### config.mk
export PLATFORM = sky130hd
export DESIGN_NAME = seg_read_gather
export DESIGN_NICKNAME = d
export VERILOG_FILES = /design/src/rtl/seg_read_gather.sv
export SDC_FILE = /design/constraint.sdc
export NUM_CORES = 1
export LEC_CHECK = 0
export ABC_AREA = 1
export BUFFER_PORTS_ARGS = -buffer_cell sky130_fd_sc_hd__buf_2
export CAP_MARGIN = 10
export CORE_UTILIZATION = 34
export DETAILED_ROUTE_END_ITERATION = 6
export PLACE_DENSITY_LB_ADDON = 0.3
export REMOVE_ABC_BUFFERS = 1
export SLEW_MARGIN = 15
export SYNTH_ARGS = -nofsm -noshare
export SYNTH_HDL_FRONTEND = slang
export SYNTH_SLANG_ARGS = --single-unit
### constraint.sdc
create_clock -name clk -period 2.9 [get_ports clk]
set_clock_uncertainty 0.05 [all_clocks]
set_input_delay 0.29 -clock clk [delete_from_list [all_inputs] [get_ports clk]]
set_output_delay 0.29 -clock clk [all_outputs]
set_load 0.05 [all_outputs]
### src/rtl/seg_read_gather.sv
module seg_read_gather #(
  parameter int SEG_COUNT  = 2,
  parameter int SEG_DATA_W = 32,
  parameter int SEG_ADDR_W = 10,
  parameter int LEN_W      = 12,
  parameter int FIFO_DEPTH = 4,
  localparam int ADDR_W = SEG_ADDR_W + $clog2(SEG_DATA_W / 8) + $clog2(SEG_COUNT)
) (
  input  logic                           clk,
  input  logic                           rst,
  input  logic                           req_valid,
  output logic                           req_ready,
  input  logic [ADDR_W-1:0]              req_addr,
  input  logic [LEN_W-1:0]               req_len,
  input  logic                           pause,
  output logic [SEG_COUNT-1:0]           ram_cmd_valid,
  input  logic [SEG_COUNT-1:0]           ram_cmd_ready,
  output logic [SEG_COUNT*SEG_ADDR_W-1:0] ram_cmd_addr,
  input  logic [SEG_COUNT-1:0]           ram_resp_valid,
  output logic [SEG_COUNT-1:0]           ram_resp_ready,
  input  logic [SEG_COUNT*SEG_DATA_W-1:0] ram_resp_data,
  output logic                           out_valid,
  input  logic                           out_ready,
  output logic [7:0]                     out_data,
  output logic                           out_last
);

  localparam int SEG_BYTES = SEG_DATA_W / 8;
  localparam int OFF_W     = $clog2(SEG_BYTES);
  localparam int SEL_W     = $clog2(SEG_COUNT);
  localparam int FP_W      = $clog2(FIFO_DEPTH);
  localparam int CNT_W     = LEN_W + 1;
  localparam int SUM_W     = LEN_W + 2;

  logic              busy;
  logic [OFF_W-1:0]  end_off, rd_byte;
  logic [CNT_W-1:0]  words, iss_cnt, rd_cnt;
  logic [SEL_W-1:0]  iss_seg, rd_seg;
  logic [ADDR_W-1:0] iss_baddr;

  logic [SEG_COUNT-1:0]  load, push, pop, fifo_has;
  logic [SEG_DATA_W-1:0] head [SEG_COUNT];
  logic [FP_W:0]         credit [SEG_COUNT];

  logic              req_fire, iss_go, out_fire, word_last, word_done;
  logic [OFF_W-1:0]  req_off, req_end, byte_stop;
  logic [SUM_W-1:0]  req_sum;
  logic [CNT_W-1:0]  req_words;
  logic [SEG_DATA_W-1:0] head_sel;

  assign req_ready = !busy && !rst;
  assign req_fire  = req_valid && req_ready;
  assign req_off   = req_addr[OFF_W-1:0];
  assign req_end   = req_off + req_len[OFF_W-1:0] - OFF_W'(1);
  assign req_sum   = SUM_W'(req_len) + SUM_W'(req_off) + SUM_W'(SEG_BYTES - 1);
  assign req_words = CNT_W'(req_sum >> OFF_W);

  assign iss_go = busy && (iss_cnt != words) && !pause &&
                  (!ram_cmd_valid[iss_seg] || ram_cmd_ready[iss_seg]) &&
                  (credit[iss_seg] != (FP_W+1)'(FIFO_DEPTH));

  assign ram_resp_ready = (rst || pause) ? '0 : '1;

  assign head_sel  = head[rd_seg];
  assign out_valid = busy && fifo_has[rd_seg];
  assign word_last = rd_cnt == words - CNT_W'(1);
  assign byte_stop = word_last ? end_off : OFF_W'(SEG_BYTES - 1);
  assign word_done = rd_byte == byte_stop;
  assign out_last  = word_last && word_done;
  assign out_data  = head_sel[{rd_byte, 3'b000} +: 8];
  assign out_fire  = out_valid && out_ready;

  always_ff @(posedge clk) begin
    if (rst) begin
      busy      <= 1'b0;
      end_off   <= '0;
      rd_byte   <= '0;
      words     <= '0;
      iss_cnt   <= '0;
      rd_cnt    <= '0;
      iss_seg   <= '0;
      rd_seg    <= '0;
      iss_baddr <= '0;
    end else if (req_fire) begin
      busy      <= 1'b1;
      end_off   <= req_end;
      rd_byte   <= req_off;
      words     <= req_words;
      iss_cnt   <= '0;
      rd_cnt    <= '0;
      iss_seg   <= req_addr[OFF_W +: SEL_W];
      rd_seg    <= req_addr[OFF_W +: SEL_W];
      iss_baddr <= req_addr;
    end else begin
      if (iss_go) begin
        iss_cnt   <= iss_cnt + CNT_W'(1);
        iss_seg   <= iss_seg + SEL_W'(1);
        iss_baddr <= iss_baddr + ADDR_W'(SEG_BYTES);
      end
      if (out_fire) begin
        if (word_done) begin
          rd_byte <= '0;
          rd_seg  <= rd_seg + SEL_W'(1);
          rd_cnt  <= rd_cnt + CNT_W'(1);
          if (word_last) busy <= 1'b0;
        end else begin
          rd_byte <= rd_byte + OFF_W'(1);
        end
      end
    end
  end

  for (genvar s = 0; s < SEG_COUNT; s++) begin : g_lane
    logic                  cv;
    logic [SEG_ADDR_W-1:0] ca;
    logic [SEG_DATA_W-1:0] mem [FIFO_DEPTH];
    logic [FP_W:0]         wp, rp, cr;

    assign load[s] = iss_go && (iss_seg == SEL_W'(s));
    assign push[s] = ram_resp_valid[s] && ram_resp_ready[s];
    assign pop[s]  = out_fire && word_done && (rd_seg == SEL_W'(s));

    always_ff @(posedge clk) begin
      if (rst) begin
        cv <= 1'b0;
        ca <= '0;
      end else if (load[s]) begin
        cv <= 1'b1;
        ca <= iss_baddr[ADDR_W-1 -: SEG_ADDR_W];
      end else if (ram_cmd_ready[s]) begin
        cv <= 1'b0;
      end
    end

    always_ff @(posedge clk) begin
      if (rst) begin
        wp <= '0;
        rp <= '0;
        cr <= '0;
      end else begin
        if (push[s]) wp <= wp + (FP_W+1)'(1);
        if (pop[s])  rp <= rp + (FP_W+1)'(1);
        cr <= cr + (FP_W+1)'(load[s]) - (FP_W+1)'(pop[s]);
      end
    end

    always_ff @(posedge clk) begin
      if (push[s]) mem[wp[FP_W-1:0]] <= ram_resp_data[s*SEG_DATA_W +: SEG_DATA_W];
    end

    assign ram_cmd_valid[s] = cv;
    assign ram_cmd_addr[s*SEG_ADDR_W +: SEG_ADDR_W] = ca;
    assign fifo_has[s] = wp != rp;
    assign head[s]     = mem[rp[FP_W-1:0]];
    assign credit[s]   = cr;
  end

endmodule

==> impl_metrics.ini, run 1 <==
[floorplan]
start_util = 0.346
fp.dieH_um = 214
die_w_um = 214
ios = 133
core-area_mm2 = 0.0444
num_rows = 77
die_area_mm2 = 0.0460

[timing]
rsz0062_at_grt = yes
setup_ws_ns = -0.0874
min_period_ns = 2.99
worstMarginPinSlew_ns = 1.04
maxSlewViolCount = 0
period_share = 1.03
whs_ns = 0.0250
tns_ns = -0.223
setup_viol = 3
fmax_ghz = 0.335
max_slew_margin = 0.306
hold_viol_final = 0

[min_path]
hold_class = in -> reg
min_from = req_len[6]

[final_layout]
drive_gt1_frac = 0.207
num-nets-final = 1896
layout_common_cells = edfxtp_1, nor2_1, o21ai_0
mostFrequentLayoutCell = edfxtp_1
area_growth_pct = 28.6
fillCellCount = 4159

[synth]
synth-edff-count = 256
netlist_instances = 1501
yosysUniqueCellTypes = 43
yosysWarningCount = 0
synth_xor_area_frac = 0.0183
ys_seq_elements = 355
yosys.area_share.simple = 0.143
synth-compound-area-share = 0.136
synth_top_family_by_area = simple AND/OR/NAND/NOR gates
syn_area_mm2 = 0.0154
synthAdderAreaFrac = 0.0218
ys.flop_type = edfxtp_1
async_reset_ff_frac = 0
ys_seq_area_frac = 0.630
avgSynthCellArea_um2 = 10.2
synth_mux_area_frac = 0.00196

[worst_setup_path]
slowest_stage = fa_2
r2r-start = words[0]$_SDFFE_PP0P_
cp-end-kind = flip-flop
crit_path_frequent_cell = inv_2
crit_path_cell_trace = inv_2 -> ha_4 -> nand2_4 -> nor2_4 -> nand3_1 -> nand2_1 -> nand2_1 -> nand2_1 -> nor2_2 -> nand4_1 -> buf_4 -> nor2_4 -> nor2_4 -> nand4_1 -> inv_2 -> ha_4 -> inv_4 -> ha_4 -> inv_2 -> fa_2 -> inv_2 -> o21ai_1 -> a21oi_1
startpoint_type = flip-flop
rrSetupSlack_ns = -0.09
crit_cells = 23
crit_fanout = 5
cp-endpoint = g_lane[0].cr[2]$_SDFF_PP0_
cp_top_family = simple AND/OR/NAND/NOR gates
path_class = reg -> reg
worstPathRequired_ns = 3.33
worstSetupStartpoint = words[0]$_SDFFE_PP0P_
cp.arrival_ns = 3.42
reg2regPathDepth = 23
cpPeakStageDelay_ns = 0.34
path_buf_inv = 6
worstReg2RegEnd = g_lane[0].cr[2]$_SDFF_PP0_

[global_routing]
overflow = 0
grt_use_met2 = 0.283
grt_antenna_before_repair = 3
grt_pass1_wl_um = 62700
top_usage_layer = met2
use_met1 = 0.232
first_global_vias = 11387
track_usage = 0.172
use_met3 = 0.0298
grt_max_degree = 47

[detailed_routing]
vias = 11900
drtAntennaViolNets = 0
drc = 0
avgViaCountPerCell = 4.96
dr.pass1.iters = 6
drt_iter0_drc = 936
post_drt_wl_per_cell_um = 16.7
drt_wl_total_um = 40000

[clock_network]
cts_tree = yes
cts_max_level = 2
cts_max_path_buffers = 3
worstSkewPairLatency_ns = 0.58
cts.clk_slew.worst_paths_ns = 0.06
root_buffer = clkbuf_16
cts_buffers = 41
clkSinkCount = 355

[run_status]
violations = setup timing
outcome = finished with violations

[flow_run]
cap_violations = 0

[placed_design]
gp_congestion = 0.872
hpwl_um = 25800
io_buffers = 132

[power_and_ir_drop]
ir_drop_v = 0.000533
powerDensity_mw_per_mm2 = 602
p_leak_nw = 7.36
power by group:
group	internal, mW	leakage [nW]	switching, mW
sequential	5.55	3.12	0.0793
clock	2.86	0.628	2.11
combinational	0.486	3.61	0.804
total	8.89	7.36	2.99
cells by family after synthesis:
kind of cell               after synthesis
AOI/OAI and AO/OA                      363
xor gates and xnor gates                32
adders and majority gates               25
buffers and inverters                  196
DFF                                    355
muxes                                    3
and+or+nand+nor                        527
worst min path at each step:
stage                                 end  cells past startpoint
6_report            words[4]$_SDFFE_PP0P_                      3
5_1_grt             words[4]$_SDFFE_PP0P_                      3
4_1_cts             words[4]$_SDFFE_PP0P_                      3
3_5_place_dp      rd_cnt[12]$_SDFFE_PP0N_                      2
3_3_place_gp      rd_cnt[12]$_SDFFE_PP0N_                      2
2_1_floorplan  g_lane[1].cr[1]$_SDFF_PP0_                      1
sequential cells by signal (all words and copies together) (netlist names), named ones only:
| signal | cells |
|---|---|
| busy | 1 |
| end_off | 2 |
| g_lane.ca | 20 |
| g_lane.cr | 6 |
| g_lane.cv | 2 |
| g_lane.mem | 256 |
| g_lane.rp | 6 |
| g_lane.wp | 6 |
| iss_baddr | 11 |
| iss_cnt | 13 |
| iss_seg | 1 |
| rd_byte | 2 |
| rd_cnt | 13 |
| rd_seg | 1 |
| words | 11 |
synthesized netlist by cell type, drive strengths merged (3+ instances only):
cell type	n	area share
inv	119	0.029
a21oi	66	0.022
a31oi	10	0.0041
a221oi	6	0.0034
xnor2	8	0.0046
fa	3	0.0039
dfxtp	99	0.13
a211oi	4	0.0020
mux2i	3	0.0020
o211ai	13	0.0064
nand3	39	0.013
nor3	14	0.0046
nor4	5	0.0020
o22ai	40	0.016
o221ai	21	0.012
ha	22	0.018
buf	16	0.0055
clkbuf	58	0.014
clkinv	3	0.00073
o32ai	6	0.0034
or2	3	0.0012
nor2	260	0.067
o21ai	187	0.061
edfxtp	256	0.50
nand4	18	0.0077
nand2	186	0.047
o311ai	6	0.0034
xor2	24	0.014
metal layers:
metal | vias to the layer above | part of all wire
li1 | 5814 | -
met1 | 5766 | 0.46
met2 | 260 | 0.47
met3 | 60 | 0.042
met4 | 0 | 0.026
met5 | - | 0
metrics by stage:
stage | power, mW | cells | worst slack (ns) | utilization | instance area (um^2)
after global placement | 6.79 | 2226 | -0.124 | 0.387 | 17200
after floorplan | 6.37 | 1427 | -1.13 | - | 15000
after CTS | 12.0 | 2391 | -0.106 | 0.440 | 19600
after detailed placement | 6.81 | 2226 | -0.230 | 0.387 | 17200
after global routing | 12.3 | 2398 | -0.282 | 0.444 | 19700
final | 11.9 | 2398 | -0.0874 | 0.444 | 19700
cell type report:
class | instances | area [um^2] | share of cell area
antenna | 3 | 7.51 | 0.000380
clock buffer | 52 | 1090 | 0.0551
clock inverter | 21 | 204 | 0.0103
inverter | 122 | 467 | 0.0236
multi-input combinational | 950 | 5220 | 0.264
sequential | 355 | 9680 | 0.491
tap | 592 | 741 | 0.0375
timing repair buffer | 303 | 2330 | 0.118
worst register-to-register path, delay by kind of cell, from the launching register on:
family	cells	cell delay [ns]
flops	1	0.32
buf+inv	6	0.47
compound gates	2	0.20
simple gates	11	1.03
fa+ha+maj	4	0.82
what timing repair did:
item	in CTS	in global routing
buffers inserted	12	7
hold endpoints to repair	276	0
gates resized for setup	57	43
hold buffers	80	0
pin swaps	24	29
setup endpoints to repair	12	20
(Power assumes the default switching activity.)
==> run 2, diff against run 1 <==
--- a/config.mk
+++ b/config.mk
@@ -9,5 +9,6 @@
 export BUFFER_PORTS_ARGS = -buffer_cell sky130_fd_sc_hd__buf_2
 export CAP_MARGIN = 10
-export CORE_UTILIZATION = 34
+export CORE_UTILIZATION = 54
+export CTS_CLUSTER_DIAMETER = 40
 export DETAILED_ROUTE_END_ITERATION = 6
 export PLACE_DENSITY_LB_ADDON = 0.3
==> constraint.sdc (replaced) <==
create_clock -name clk -period 2.9 [get_ports clk]
set_clock_uncertainty 0.05 [all_clocks]
set_input_delay 0 -clock clk [delete_from_list [all_inputs] [get_ports clk]]
set_output_delay 0 -clock clk [all_outputs]
set_load 0.05 [all_outputs]
==> run 2 against run 1 <==
  * The run still ends with setup timing left
  * Clock power rose by 7.2%
  * First-iteration DRC count is 37% higher
  * Design area decreased by 1.2%
  * Combinational power about the same
  * Setup slack got worse by 0.078 ns
  * Fmax fell by 2.5%
  * Non-clock buffer count is 15 higher
  * Global-route usage up 9.7 points
  * Final cell count shrank 8.1%
  * Critical path type unchanged
  * Highest routed layer unchanged
==> impl_metrics.ini, run 2 (same netlist as run 1, synthesis figures left out) <==
[min_path]
hold_class = in -> reg

[clock_network]
root_buffer = clkbuf_16
worstSkewPairLatency_ns = 0.55
cts_max_level = 2
cts_buffers = 43
clkSinkCount = 355
cts_max_path_buffers = 3
cts.clk_slew.worst_paths_ns = 0.06
cts_tree = yes

[worst_setup_path]
crit_fanout = 5
cp-end-kind = flip-flop
cp.arrival_ns = 3.48
worstPathRequired_ns = 3.32
path_class = reg -> reg
startpoint_type = flip-flop

[final_layout]
layoutNonFillerInstCount = 2203
mostFrequentLayoutCell = edfxtp_1
area_growth_pct = 27.0
design_area_mm2 = 0.0195
num-nets-final = 1913
layout_common_cells = edfxtp_1, nor2_1, o21ai_0
largest_reg_flops = 256
drive_gt1_frac = 0.182
fillCellCount = 1886
final_core_util = 0.700

[detailed_routing]
drtAntennaViolNets = 0
drt_wl_total_um = 39100
drc = 0
drt_iter0_drc = 1278
vias = 12422
post_drt_wl_per_cell_um = 17.7
dr.pass1.iters = 6
avgViaCountPerCell = 5.64

[run_status]
outcome = finished with violations
violations = setup timing

[timing]
period_share = 1.06
rsz0062_at_grt = yes
fmax_ghz = 0.326
maxSlewViolCount = 0
min_period_ns = 3.07
whs_ns = 0.0785
hold_viol_final = 0
worstMarginPinSlew_ns = 1.03
setup_ws_ns = -0.166
max_slew_margin = 0.314
tns_ns = -0.423
setup_viol = 4

[power_and_ir_drop]
pwr-share-clk = 0.435
p_switching_mw = 2.99
pwr-share-comb = 0.106
ir_drop_v = 0.000572
powerDensity_mw_per_mm2 = 628
switching_share = 0.244
power_mw = 12.2
p_int_mw = 9.26
p_leak_nw = 7.46
p_seq_frac = 0.460

[global_routing]
grt_antenna_before_repair = 1
first_global_vias = 11979
track_usage = 0.269
grt_pass1_wl_um = 60900
grt_max_degree = 47
overflow = 0

[floorplan]
fp.dieH_um = 171
start_util = 0.551
ios = 133
die_area_mm2 = 0.0291
core-area_mm2 = 0.0279
num_rows = 61
die_w_um = 171

[placed_design]
io_buffers = 132
gp_congestion = 0.860
hpwl_um = 23400
placed_cell_area_mm2 = 0.0167
dp.cells = 1997
place_ws_ns = -0.269

[flow_run]
cap_violations = 0
[run 2: cell types whose count changed in the layout (fill, tap and decap cells not counted), moves of 5 or more]
| cell | change |
|---|---|
| inv_1 | +7 |
| buf_4 | -10 |
| buf_2 | +8 |
| buf_12 | -7 |
| nor2_4 | -6 |
| inv_2 | -6 |
| nor2_1 | +6 |
| buf_6 | -5 |
| dlygate4sd3_1 | +33 |
[run 2: worst paths after layout]
check                                                     to  cells past startpoint  slack, ns                    start
worst max register to register    g_lane[0].cr[2]$_SDFF_PP0_                     20      -0.17    words[4]$_SDFFE_PP0P_
worst max-delay path              g_lane[0].cr[2]$_SDFF_PP0_                     20      -0.17    words[4]$_SDFFE_PP0P_
worst min-delay path            g_lane[0].wp[0]$_SDFFE_PP0P_                      4       0.08                    pause
worst min register to register       rd_cnt[12]$_SDFFE_PP0N_                      2       0.42  rd_cnt[12]$_SDFFE_PP0N_
[run 2: timing repair]
item                                    4_1_cts  5_1_grt
endpoints found under the setup margin        4       19
gates resized for setup                      26       18
endpoints found under the hold margin       309        0
setup buffers                                 6        7
pin swaps                                    24        7
hold buffers                                114        0
[run 2: area by class of cell]
cell class | count | area (um^2) | share of cell area
diodes | 2 | 5.00 | 0.000257
clock buffers | 51 | 1110 | 0.0567
clock inverters | 27 | 328 | 0.0168
inverters | 122 | 465 | 0.0239
multi-input cells | 950 | 5050 | 0.259
flip-flops and latches | 355 | 9680 | 0.496
well taps | 378 | 473 | 0.0243
repair buffers | 318 | 2390 | 0.122
[run 2: routing by layer]
metal	wire length [um]	global-route usage	vias to the layer above
met2	18700	0.445	546
met3	2550	0.0421	115
li1	-	-	5855
met4	1230	0.0995	0
met5	0	0	-
met1	16500	0.359	5906
[run 2: critical path, stage by stage, from the launching register on]
cell and delay (ns):
dfxtp_1 0.36, nor2_2 0.19, nand2_2 0.10, nor2_4 0.14
nand2_2 0.08, nand3_2 0.08, nand2_2 0.06, nor2_4 0.14
nand4_1 0.16, nor2_1 0.21, nor2_4 0.08, nand4_1 0.11
inv_1 0.06, ha_1 0.27, inv_1 0.07, ha_2 0.18
inv_2 0.04, fa_2 0.34, inv_2 0.07, o21ai_2 0.04
a21oi_1 0.17
[run 2: power groups by stage]
stage	clock network, mW	registers (mW)	logic, mW
3_5_place_dp	0	5.73	1.06
6_report	5.33	5.63	1.29
3_3_place_gp	0	5.72	1.04
5_1_grt	5.59	5.64	1.40
2_1_floorplan	0	5.80	0.574
4_1_cts	5.37	5.63	1.23
==> run 3, diff against run 2 <==
- ABC_AREA: 1 -> unset
- BUFFER_PORTS_ARGS: -buffer_cell sky130_fd_sc_hd__buf_2 -> -buffer_cell sky130_fd_sc_hd__clkbuf_2
- MAX_ROUTING_LAYER: unset -> met4
==> run 3 against run 2 <==
  * The flow still finishes with violations (setup timing)
  * Sequential power shrank 1%
  * Design area fell by 0.26%
  * Die area shrank 1.8%
  * Sequential cell count is the same
  * Critical path depth is 3 lower
  * Worst hold slack lost 0.047 ns
  * Register-to-register slack worse by 0.47 ns
  * Count of clock-buffer cells in the layout decreased by 3
  * Core utilization is 1.6 points higher
  * First-iteration DRC count decreased by 47%
  * Sequential share of layout area increased by 0.10 points
==> impl_metrics.ini, run 3 <==
[worst_setup_path]
cp-end-kind = flip-flop
worstSetupStartpoint = words[0]$_SDFFE_PP0P_
path_class = reg -> reg
cp.arrival_ns = 3.89
path_buf_inv = 3
crit_path_cell_trace = inv_2 -> ha_4 -> nor3b_4 -> nand3b_1 -> xnor2_2 -> a2111o_4 -> a2111oi_4 -> a2bb2oi_2 -> nor2_2 -> ha_1 -> inv_1 -> ha_1 -> inv_1 -> fa_2 -> xor2_1 -> xnor2_1 -> nor2_1
cp_top_family = compound AO/OA/AOI/OAI gates
crit_fanout = 4
startpoint_type = flip-flop
slowest_stage = a2111o_4
cpPeakStageDelay_ns = 0.49
r2r-start = words[0]$_SDFFE_PP0P_
worstPathRequired_ns = 3.26
rrSetupSlack_ns = -0.63

[clock_network]
cts_buffers = 43
cts.clk_slew.worst_paths_ns = 0.05
cts_tree = yes
cts_max_level = 2
clkSinkCount = 355
root_buffer = clkbuf_16
cts_max_path_buffers = 3
worstSkewPairLatency_ns = 0.55

[synth]
synth_top_family_by_area = multiplexers
synth_mux_area_frac = 0.138
syn_area_mm2 = 0.0151
synth_top_area_cell = edfxtp_1
yosysUniqueCellTypes = 74
synth-compound-area-share = 0.0456
netlist_instances = 984
synth-edff-count = 256
ys_seq_area_frac = 0.641
ys_seq_elements = 355
synthTopCellsByArea = edfxtp_1, dfxtp_1, mux4_2
synth_xor_area_frac = 0.0406
async_reset_ff_frac = 0
ys.flop_type = edfxtp_1
synthTopCellsByCount = edfxtp_1, dfxtp_1, mux4_2
synthAdderAreaFrac = 0.0222
avgSynthCellArea_um2 = 15.3
yosysTopAreaCellShare = 0.510
yosys.area_share.simple = 0.0892
yosysWarningCount = 0
synth_most_common_cell = edfxtp_1

[flow_run]
cap_violations = 0

[final_layout]
num-nets-final = 1441
drive_gt1_frac = 0.330
largest_reg_flops = 256
layout_common_cells = edfxtp_1, clkbuf_2, dlygate4sd3_1
area_growth_pct = 29.0
layoutNonFillerInstCount = 1726
mostFrequentLayoutCell = edfxtp_1
fillCellCount = 1761

[placed_design]
gp_congestion = 0.881
place_ws_ns = -0.897
hpwl_um = 20900
io_buffers = 132
dp.cells = 1521

[run_status]
violations = setup timing
outcome = finished with violations

[timing]
setup_viol = 11
setup_ws_ns = -0.631
max_slew_margin = 0.467
rsz0062_at_grt = yes
worstMarginPinSlew_ns = 0.799
min_period_ns = 3.53
whs_ns = 0.0319
hold_viol_final = 0
maxSlewViolCount = 0
tns_ns = -2.57
period_share = 1.22
fmax_ghz = 0.283

[floorplan]
die_w_um = 169
start_util = 0.555
num_rows = 60
core-area_mm2 = 0.0272
fp.dieH_um = 169
ios = 133
die_area_mm2 = 0.0286

[power_and_ir_drop]
powerDensity_mw_per_mm2 = 602
p_leak_nw = 7.05
ir_drop_v = 0.000512
power_mw = 11.7

[min_path]
hold_class = in -> reg
min_from = out_ready

[global_routing]
first_global_vias = 9929
grt_antenna_before_repair = 1
grt_pass1_wl_um = 54100
overflow = 0
grt_max_degree = 54
track_usage = 0.260

[detailed_routing]
drt_wl_total_um = 36100
vias = 9717
post_drt_wl_per_cell_um = 20.9
drc = 0
dr.pass1.iters = 5
drtAntennaViolNets = 0
avgViaCountPerCell = 5.63
drt_iter0_drc = 680
run 3: what timing repair did:
action	CTS	global route
pin swaps	24	17
gates resized for setup	25	20
endpoints found under the setup margin	32	34
gates cloned	0	3
hold buffers	102	0
hold endpoints to repair	294	0
buffers inserted	11	14
run 3: logic make-up after synthesis:
kind of cell	after synthesis
buffers and inverters	76
and+or+nand+nor	259
muxes	106
xor gates and xnor gates	69
AOI/OAI and AO/OA	94
DFF	355
adders and majority gates	25
run 3: metal layers:
metal	GRT usage	vias up	wire, um
li1	-	4453	-
met1	0.302	4830	14100
met4	0.0846	0	1170
met3	0.0414	89	1950
met5	-	-	0
met2	0.461	345	18800
run 3: through the flow:
step                area [um^2]  utilization
floorplan                 14800            -
global placement          16700        0.613
detailed placement        16700        0.613
CTS                       19200        0.708
global route              19400        0.716
finish                    19400        0.716
run 3: worst register-to-register path, stage by stage (launching register included):
cell and delay (ns):
dfxtp_1 0.32, inv_2 0.08, ha_4 0.15, nor3b_4 0.24
nand3b_1 0.15, xnor2_2 0.16, a2111o_4 0.49, a2111oi_4 0.33
a2bb2oi_2 0.22, nor2_2 0.06, ha_1 0.27, inv_1 0.06
ha_1 0.13, inv_1 0.05, fa_2 0.33, xor2_1 0.16
xnor2_1 0.13, nor2_1 0.05
run 3: path summary, 6_finish.rpt:
check	cells after the start	end
worst max-delay path	17	g_lane[0].cr[2]$_SDFF_PP0_
worst max register to register	17	g_lane[0].cr[2]$_SDFF_PP0_
worst min-delay path	5	rd_byte[0]$_SDFFE_PP0P_
worst min register to register	2	g_lane[1].ca[9]$_SDFFE_PP0P_
run 3: layout make-up:
| class | count | area [um^2] | area share |
|---|---|---|---|
| well taps | 372 | 465 | 0.0239 |
| repair buffers | 341 | 2610 | 0.134 |
| clock inverters | 32 | 297 | 0.0152 |
| diodes | 1 | 2.50 | 0.000129 |
| inverters | 24 | 90.1 | 0.00463 |
| flip-flops and latches | 355 | 9680 | 0.497 |
| multi-input cells | 553 | 5210 | 0.268 |
| clock buffers | 48 | 1090 | 0.0563 |
run 3: report_power, final:
part	switching, mW	internal (mW)
Sequential	0.0557	5.52
Clock	2.25	2.91
Combinational	0.524	0.451
Total	2.83	8.88
